### config.mk
export PLATFORM = sky130hd
export DESIGN_NAME = uart_tx_core
export DESIGN_NICKNAME = d
export VERILOG_FILES = /design/src/rtl/uart_tx_pkg.sv /design/src/rtl/uart_tx_baud.sv /design/src/rtl/uart_tx_regs.sv /design/src/rtl/uart_tx_shift.sv /design/src/rtl/uart_tx_core.sv
export SDC_FILE = /design/constraint.sdc
export NUM_CORES = 1
export LEC_CHECK = 0
export ABC_AREA = 1
export CORE_MARGIN = 3
export CORE_UTILIZATION = 40
export DETAILED_ROUTE_END_ITERATION = 10
export SKIP_LAST_GASP = 1
export SLEW_MARGIN = 25
export SYNTH_ARGS = -nofsm -noshare
export SYNTH_HDL_FRONTEND = slang
export SYNTH_SLANG_ARGS = --single-unit
### constraint.sdc
create_clock -name clk -period 4.9 [get_ports clk]
set_input_delay 0.98 -clock clk [delete_from_list [all_inputs] [get_ports clk]]
set_output_delay 0.98 -clock clk [all_outputs]
set_load 0.03 [all_outputs]
### src/rtl/uart_tx_pkg.sv
package uart_tx_pkg;

    localparam int BUS_W    = 8;
    localparam int ADDR_W   = 3;
    localparam int MAX_DATA = 9;
    localparam int FRAME_W  = 1 + MAX_DATA + 1 + 2;
    localparam int LEN_W    = $clog2(FRAME_W + 1);

    // register addresses
    localparam logic [ADDR_W-1:0] A_STAT = 3'd0;
    localparam logic [ADDR_W-1:0] A_CTRL = 3'd1;
    localparam logic [ADDR_W-1:0] A_FMT  = 3'd2;
    localparam logic [ADDR_W-1:0] A_DIVL = 3'd3;
    localparam logic [ADDR_W-1:0] A_DIVH = 3'd4;
    localparam logic [ADDR_W-1:0] A_DATA = 3'd5;

    // status bit positions
    localparam int ST_DONE  = 6;
    localparam int ST_EMPTY = 5;
    localparam int ST_DBL   = 1;

    // control bit positions
    localparam int CT_IE_DONE  = 6;
    localparam int CT_IE_EMPTY = 5;
    localparam int CT_EN       = 3;
    localparam int CT_SZ2      = 2;
    localparam int CT_RX8      = 1;
    localparam int CT_TX8      = 0;

    // format bit positions
    localparam int FM_PAR_LO = 4;
    localparam int FM_STOP2  = 3;
    localparam int FM_SZ_LO  = 1;

    typedef enum logic [1:0] {
        PAR_NONE = 2'd0,
        PAR_RSVD = 2'd1,
        PAR_EVEN = 2'd2,
        PAR_ODD  = 2'd3
    } parity_e;

    typedef struct packed {
        logic [FRAME_W-1:0] bits;
        logic [LEN_W-1:0]   nbits;
    } frame_t;

    // Build the whole frame, LSB = first bit on the line; unused upper bits are 1 (stop / idle)
    function automatic frame_t build_frame(input logic [MAX_DATA-1:0] d,
                                           input logic [2:0]          sz,
                                           input logic [1:0]          par,
                                           input logic                stop2);
        frame_t     f;
        logic [LEN_W-1:0] dbits;
        logic       ones;
        logic       has_par;
        logic       pbit;
        f.bits    = '1;
        f.bits[0] = 1'b0;
        ones      = 1'b0;
        case (sz)
            3'd0:    dbits = LEN_W'(5);
            3'd1:    dbits = LEN_W'(6);
            3'd2:    dbits = LEN_W'(7);
            3'd3:    dbits = LEN_W'(8);
            default: dbits = LEN_W'(9);
        endcase
        for (int i = 0; i < MAX_DATA; i++) begin
            if (LEN_W'(i) < dbits) begin
                f.bits[1+i] = d[i];
                ones        = ones ^ d[i];
            end
        end
        has_par = (parity_e'(par) == PAR_EVEN) || (parity_e'(par) == PAR_ODD);
        pbit    = (parity_e'(par) == PAR_ODD) ? ~ones : ones;
        for (int p = 5; p <= MAX_DATA; p++) begin
            if (has_par && dbits == LEN_W'(p)) f.bits[1+p] = pbit;
        end
        f.nbits = LEN_W'(2) + dbits + LEN_W'(has_par) + LEN_W'(stop2);
        return f;
    endfunction

endpackage

### src/rtl/uart_tx_baud.sv
module uart_tx_baud
    import uart_tx_pkg::*;
#(
    parameter int DIV_W = 16
) (
    input  logic             clk,
    input  logic             rst_n,
    input  logic [DIV_W-1:0] div,
    input  logic             dbl,
    input  logic             busy,
    input  logic             restart,
    output logic             tick
);

    localparam int CNT_W = DIV_W + 5;

    typedef struct packed {
        logic [CNT_W-1:0] cnt;
    } baud_t;

    baud_t            b_d, b_q;
    logic [CNT_W-1:0] base;
    logic [CNT_W-1:0] span_m1;

    always_comb begin
        base    = CNT_W'(div) + CNT_W'(1);
        span_m1 = (dbl ? (base << 3) : (base << 4)) - CNT_W'(1);
        tick    = busy && (b_q.cnt >= span_m1);
        b_d     = b_q;
        if (restart || !busy || tick) begin
            b_d.cnt = '0;
        end else begin
            b_d.cnt = b_q.cnt + CNT_W'(1);
        end
    end

    always_ff @(posedge clk or negedge rst_n) begin
        if (!rst_n) b_q <= '0;
        else        b_q <= b_d;
    end

endmodule

### src/rtl/uart_tx_regs.sv
module uart_tx_regs
    import uart_tx_pkg::*;
#(
    parameter int DIV_W = 16
) (
    input  logic                clk,
    input  logic                rst_n,
    input  logic                bus_wr,
    input  logic [ADDR_W-1:0]   bus_addr,
    input  logic [BUS_W-1:0]    bus_wdata,
    output logic [BUS_W-1:0]    bus_rdata,
    input  logic                ack_empty,
    input  logic                ack_done,
    input  logic                load,
    input  logic                frame_done,
    output logic                tx_en,
    output logic                ie_empty,
    output logic                ie_done,
    output logic                dbl,
    output logic [2:0]          size_code,
    output logic [1:0]          par_mode,
    output logic                stop2,
    output logic [DIV_W-1:0]    div,
    output logic                empty_flag,
    output logic                done_flag,
    output logic                push,
    output logic [MAX_DATA-1:0] push_data
);

    localparam logic [BUS_W-1:0] CTL_MASK  = ~(BUS_W'(1) << CT_RX8);
    localparam logic [BUS_W-1:0] FMT_RESET = 8'h06;

    typedef struct packed {
        logic             dbl;
        logic [BUS_W-1:0] ctl;
        logic [BUS_W-1:0] fmt;
        logic [DIV_W-1:0] div;
        logic             empty;
        logic             done;
    } regs_t;

    localparam regs_t RESET_VAL = '{dbl: 1'b0, ctl: '0, fmt: FMT_RESET,
                                    div: '0, empty: 1'b1, done: 1'b0};

    regs_t r_d, r_q;

    always_comb begin
        r_d  = r_q;
        push = 1'b0;

        // acknowledges clear first so that set events below win
        if (ack_empty) r_d.empty = 1'b0;
        if (ack_done)  r_d.done  = 1'b0;

        if (bus_wr) begin
            case (bus_addr)
                A_STAT: begin
                    r_d.dbl = bus_wdata[ST_DBL];
                    if (bus_wdata[ST_DONE]) r_d.done = 1'b0;
                end
                A_CTRL: begin
                    r_d.ctl = bus_wdata & CTL_MASK;
                    if (!r_q.ctl[CT_EN] && bus_wdata[CT_EN]) r_d.empty = 1'b1;
                end
                A_FMT:  r_d.fmt = bus_wdata;
                A_DIVL: r_d.div[7:0] = bus_wdata;
                A_DIVH: r_d.div[DIV_W-1:8] = bus_wdata[DIV_W-9:0];
                default: ;
            endcase
        end

        if (load)       r_d.empty = 1'b1;
        if (frame_done) r_d.done  = 1'b1;

        // a fresh character always leaves the buffer full
        if (bus_wr && bus_addr == A_DATA && r_q.ctl[CT_EN]) begin
            push      = 1'b1;
            r_d.empty = 1'b0;
        end
    end

    always_comb begin
        case (bus_addr)
            A_STAT:  bus_rdata = {1'b0, r_q.done, r_q.empty, 3'b000, r_q.dbl, 1'b0};
            A_CTRL:  bus_rdata = r_q.ctl;
            A_FMT:   bus_rdata = r_q.fmt;
            A_DIVL:  bus_rdata = r_q.div[7:0];
            A_DIVH:  bus_rdata = BUS_W'(r_q.div[DIV_W-1:8]);
            default: bus_rdata = '0;
        endcase
    end

    assign push_data  = {r_q.ctl[CT_TX8], bus_wdata};
    assign tx_en      = r_q.ctl[CT_EN];
    assign ie_empty   = r_q.ctl[CT_IE_EMPTY];
    assign ie_done    = r_q.ctl[CT_IE_DONE];
    assign dbl        = r_q.dbl;
    assign size_code  = {r_q.ctl[CT_SZ2], r_q.fmt[FM_SZ_LO+1:FM_SZ_LO]};
    assign par_mode   = r_q.fmt[FM_PAR_LO+1:FM_PAR_LO];
    assign stop2      = r_q.fmt[FM_STOP2];
    assign div        = r_q.div;
    assign empty_flag = r_q.empty;
    assign done_flag  = r_q.done;

    always_ff @(posedge clk or negedge rst_n) begin
        if (!rst_n) r_q <= RESET_VAL;
        else        r_q <= r_d;
    end

endmodule

### src/rtl/uart_tx_shift.sv
module uart_tx_shift
    import uart_tx_pkg::*;
(
    input  logic                clk,
    input  logic                rst_n,
    input  logic                tx_en,
    input  logic                push,
    input  logic [MAX_DATA-1:0] push_data,
    input  logic [2:0]          size_code,
    input  logic [1:0]          par_mode,
    input  logic                stop2,
    input  logic                tick,
    output logic                txd,
    output logic                busy,
    output logic                load,
    output logic                frame_done,
    output logic                hold_valid
);

    typedef struct packed {
        logic                busy;
        logic [FRAME_W-1:0]  sr;
        logic [LEN_W-1:0]    left;
        logic                hold_v;
        logic [MAX_DATA-1:0] hold;
    } shift_t;

    shift_t s_d, s_q;
    frame_t fr;
    logic   start_ok;

    always_comb begin
        fr         = build_frame(s_q.hold, size_code, par_mode, stop2);
        start_ok   = tx_en && s_q.hold_v;
        s_d        = s_q;
        load       = 1'b0;
        frame_done = 1'b0;

        if (s_q.busy) begin
            if (tick) begin
                if (s_q.left == LEN_W'(1)) begin
                    if (start_ok) begin
                        load = 1'b1;
                    end else begin
                        s_d.busy   = 1'b0;
                        frame_done = 1'b1;
                    end
                end else begin
                    s_d.sr   = {1'b1, s_q.sr[FRAME_W-1:1]};
                    s_d.left = s_q.left - LEN_W'(1);
                end
            end
        end else if (start_ok) begin
            load = 1'b1;
        end

        if (load) begin
            s_d.busy   = 1'b1;
            s_d.sr     = fr.bits;
            s_d.left   = fr.nbits;
            s_d.hold_v = 1'b0;
        end

        if (push) begin
            s_d.hold_v = 1'b1;
            s_d.hold   = push_data;
        end
    end

    assign txd        = s_q.busy ? s_q.sr[0] : 1'b1;
    assign busy       = s_q.busy;
    assign hold_valid = s_q.hold_v;

    always_ff @(posedge clk or negedge rst_n) begin
        if (!rst_n) s_q <= '0;
        else        s_q <= s_d;
    end

endmodule

### src/rtl/uart_tx_core.sv
module uart_tx_core
    import uart_tx_pkg::*;
#(
    parameter int DIV_W = 16
) (
    input  logic              clk,
    input  logic              rst_n,
    input  logic              bus_wr,
    input  logic [ADDR_W-1:0] bus_addr,
    input  logic [BUS_W-1:0]  bus_wdata,
    output logic [BUS_W-1:0]  bus_rdata,
    input  logic              gie,
    input  logic              ack_empty,
    input  logic              ack_done,
    output logic              txd,
    output logic              irq_empty,
    output logic              irq_done
);

    logic                tx_en, ie_empty, ie_done, dbl, stop2;
    logic [2:0]          size_code;
    logic [1:0]          par_mode;
    logic [DIV_W-1:0]    div;
    logic                empty_flag, done_flag;
    logic                push;
    logic [MAX_DATA-1:0] push_data;
    logic                busy, tick, load, frame_done, hold_valid;

    uart_tx_regs #(.DIV_W(DIV_W)) u_regs (
        .clk        (clk),
        .rst_n      (rst_n),
        .bus_wr     (bus_wr),
        .bus_addr   (bus_addr),
        .bus_wdata  (bus_wdata),
        .bus_rdata  (bus_rdata),
        .ack_empty  (ack_empty),
        .ack_done   (ack_done),
        .load       (load),
        .frame_done (frame_done),
        .tx_en      (tx_en),
        .ie_empty   (ie_empty),
        .ie_done    (ie_done),
        .dbl        (dbl),
        .size_code  (size_code),
        .par_mode   (par_mode),
        .stop2      (stop2),
        .div        (div),
        .empty_flag (empty_flag),
        .done_flag  (done_flag),
        .push       (push),
        .push_data  (push_data)
    );

    uart_tx_baud #(.DIV_W(DIV_W)) u_baud (
        .clk     (clk),
        .rst_n   (rst_n),
        .div     (div),
        .dbl     (dbl),
        .busy    (busy),
        .restart (load),
        .tick    (tick)
    );

    uart_tx_shift u_shift (
        .clk        (clk),
        .rst_n      (rst_n),
        .tx_en      (tx_en),
        .push       (push),
        .push_data  (push_data),
        .size_code  (size_code),
        .par_mode   (par_mode),
        .stop2      (stop2),
        .tick       (tick),
        .txd        (txd),
        .busy       (busy),
        .load       (load),
        .frame_done (frame_done),
        .hold_valid (hold_valid)
    );

    assign irq_empty = gie & ie_empty & empty_flag;
    assign irq_done  = gie & ie_done & done_flag;

endmodule

==> impl_metrics.env, run 1 <==
export IMPL_status="finished clean"
export IMPL_period_needed_ps=4350
export IMPL_worst_slew_pin_slew_ps=635
export IMPL_fmax_mhz=230
export IMPL_num_rows=43
export IMPL_fin_skew_ps=4.26
export IMPL_min_path_type="register to register"
export IMPL_fin_tns_setup_ps=0
export IMPL_ioPinCount=28
export IMPL_synth_largest_area_cell="dfrtp_1"
export IMPL_ir_drop_uv=216
export IMPL_max_clock_path_buffers=2
export IMPL_setup_viol=0
export IMPL_ys_types=54
export IMPL_synth_main_ff_cell="dfrtp_1"
export IMPL_dieArea_um2=16000
export IMPL_crit_type="register to register"
export IMPL_min_path_cells=2
export IMPL_hp_start="u_shift.hold_valid$_DFFE_PN0P_"
export IMPL_cts_setup_buffers=0
export IMPL_crit_fanout=18
export IMPL_cts_htree_levels=3
export IMPL_grt_overflow_total=0
export IMPL_area_growth_pct=12.8
export IMPL_hold_buffers=0
export IMPL_initial_utilization_pct=41.4
export IMPL_numCtsBuffers=9
export IMPL_grt_antenna_before_repair=0
export IMPL_rsz0062_at_grt="false"
export IMPL_synth_edff_count=0
export IMPL_synth_top_cells_by_count="nand2_1, inv_1, dfrtp_1"
export IMPL_fin_nets=842
export IMPL_grt_pass1_vias=5090
export IMPL_synth_most_common_cell="nand2_1"
export IMPL_cts_resized=0
export IMPL_worst_setup_path_end_kind="register"
export IMPL_timing_final_crit_share_pct=88.8
export IMPL_viasPerCell=5.19
export IMPL_core_area_um2=14000
export IMPL_reg2regPathDepth=25
export IMPL_gp_congestion=0.929
export IMPL_final_area_um2=6560
export IMPL_portBuffers=27
export IMPL_synthCells=775
export IMPL_r2r_start="u_regs.div[0]$_DFFE_PN0P_"
export IMPL_startpoint_type="register"
export IMPL_maxSlewViolCount=0
export IMPL_finish_utilization_pct=46.7
export IMPL_fp_dieW_um=127
export IMPL_grt_max_degree=50
export IMPL_clockRootBuffer="clkbuf_16"
export IMPL_critPathRequiredTime_ps=5120
export IMPL_yosysSeqAreaShare_pct=35.8
export IMPL_leakagePower_nw=3.08
export IMPL_grt_use_total_pct=19.2
export IMPL_slew_headroom_pct=57.6
export IMPL_hold_viol=0
export IMPL_ant_nets=0
export IMPL_p_per_area_nw_per_um2=396
export IMPL_place_ws_ps=557
export IMPL_synth_async_sr_flop_share_pct=100
export IMPL_vias=5114
export IMPL_synth_seq_cells=83
export IMPL_detailed_place_hpwl_um=11500
export IMPL_r2r_setup_slack_ps=550
export IMPL_clk_pin_slew_worst_paths_ps=70
export IMPL_worstHoldEndpoint="u_shift.hold_valid$_DFFE_PN0P_"
export IMPL_yosys_warnings=0
export IMPL_cts_tree="done"
export IMPL_diodes=0
export IMPL_drc=0
export IMPL_synth_area_leaders="dfrtp_1, nand2_1, inv_1, o21ai_0, ha_1"
export IMPL_avgSynthCellArea_um2=7.50
export IMPL_drt_pass1_iter_count=5
export IMPL_synth_nets=816
export IMPL_cts_sinks=83
export IMPL_cp_arrival_ps=4570
export IMPL_placement_cell_area_um2=6230
export IMPL_synth_area_um2=5810
export IMPL_wl_per_cell_um=14.9
export IMPL_synth_top_area_share_pct=34.4
export IMPL_routed_wl_um=14700
export IMPL_final_layout_size_suffix_gt1_share_pct=12.3
export IMPL_setup_ws_ps=549
export IMPL_grt_pass1_wl_um=25100
export IMPL_insertion_delay_ps=340
export IMPL_r2r_end="u_shift.s_q[24]$_DFFE_PN0P_"
export IMPL_maxCapViolCount=0
export IMPL_drt_initial_drc_count=358
export IMPL_die_h_um=127
metal layers:
| layer | vias to the layer above | part of all wire, % | routed length [µm] | global-route usage, % |
|---|---|---|---|---|
| li1 | 2605 | - | - | - |
| met1 | 2383 | 48 | 7060 | 26.1 |
| met2 | 101 | 46 | 6690 | 30.5 |
| met3 | 25 | 3.8 | 554 | 3.03 |
| met4 | 0 | 2.6 | 381 | 7.95 |
| met5 | - | 0 | 0 | 0 |
cell type report:
| class | count | area (µm²) |
|---|---|---|
| Clock buffer | 9 | 225 |
| Clock inverter | 7 | 98.8 |
| Fill cell | 1397 | 7490 |
| Inverter | 99 | 372 |
| Multi-Input combinational cell | 575 | 3240 |
| Sequential cell | 83 | 2080 |
| Tap cell | 180 | 225 |
| Timing Repair Buffer | 33 | 313 |
layout by cell type (no fill, tap or decap), types with 17 or more instances in the layout:
cell type,count
inv_1,90
a21oi_1,17
nor3_1,20
nor2_1,52
nand3_1,48
xor2_1,19
o21ai_0,65
ha_1,23
nand2_1,199
dfrtp_1,80
nand4_1,21
nand2_2,19
clkdlybuf4s50_1,26
through the flow:
step	cells	hold slack (ps)	power [W]
global route	986	503	0.00279
finish	986	472	0.00260
detailed placement	970	465	0.00186
CTS	986	481	0.00262
floorplan	775	440	0.00163
global placement	970	461	0.00182
state kept, by name, summed over array words and instances (netlist names):
name,cells
u_baud.b_q,21
u_regs.dbl,1
u_regs.div,16
u_regs.done_flag,1
u_regs.empty_flag,1
u_regs.ie_done,1
u_regs.ie_empty,1
u_regs.par_mode,2
u_regs.push_data,1
u_regs.r_q,5
u_regs.size_code,3
u_regs.stop2,1
u_regs.tx_en,1
u_shift.busy,1
u_shift.hold_valid,1
u_shift.s_q,26
worst max path at each step:
stage | from | end | cells after the start | slack, ps
finish | u_regs.div[0]$_DFFE_PN0P_ | u_shift.s_q[24]$_DFFE_PN0P_ | 25 | 550
global route | u_regs.div[0]$_DFFE_PN0P_ | u_shift.s_q[14]$_DFFE_PN0P_ | 25 | 160
CTS | u_regs.div[0]$_DFFE_PN0P_ | u_shift.s_q[24]$_DFFE_PN0P_ | 25 | 570
detailed placement | u_regs.div[0]$_DFFE_PN0P_ | u_shift.s_q[24]$_DFFE_PN0P_ | 25 | 560
global placement | u_regs.div[0]$_DFFE_PN0P_ | u_shift.s_q[24]$_DFFE_PN0P_ | 25 | 750
floorplan | u_regs.div[1]$_DFFE_PN0P_ | u_shift.s_q[19]$_DFFE_PN0P_ | 26 | 1300
power breakdown:
| group | internal, W | leakage, nW | total (W) | switching (W) |
|---|---|---|---|---|
| Sequential | 0.000807 | 1.06 | 0.000956 | 0.000149 |
| Combinational | 0.000337 | 1.86 | 0.000893 | 0.000555 |
| Clock | 0.000450 | 0.156 | 0.000749 | 0.000299 |
critical path, cell delays in order (launching register included):
cell and delay [ps]:
dfrtp_1 520, ha_1 330, nand2_1 130, nand3_2 100
nand2_2 60, nor2_2 200, nand3_2 160, nor2_4 120
nand3_4 100, nor2_8 130, nand4_4 100, nor2_4 130
nand4_1 100, nand2_1 80, inv_1 40, ha_1 320
nand4_1 150, nor3_1 270, nand4_1 210, nand4_1 200
nor2_1 100, a21oi_2 100, buf_4 230, inv_2 160
nand2_1 90, o21ai_0 80
cells by family (layout without fill, tap and decap cells):
group,Yosys count,after routing,synth area share (%)
xor gates and xnor gates,27,27,4.20
buffers and inverters,117,148,8.46
adders and majority gates,24,24,5.29
DFF,83,83,35.8
and+or+nand+nor,403,403,33.7
muxes,1,1,0.194
AOI/OAI and AO/OA,120,120,12.4
No activity file was read; power rests on OpenSTA's default activity.
==> run 2: changes to the inputs <==
--- a/config.mk
+++ b/config.mk
@@ -6,6 +6,7 @@
 export NUM_CORES = 1
 export LEC_CHECK = 0
 export ABC_AREA = 1
+export ABC_CLOCK_PERIOD_IN_PS = 4900
 export CORE_MARGIN = 3
 export CORE_UTILIZATION = 40
 export DETAILED_ROUTE_END_ITERATION = 10
==> results of run 2 <==
Final layout, timing and power as in run 1 (identical DEF).
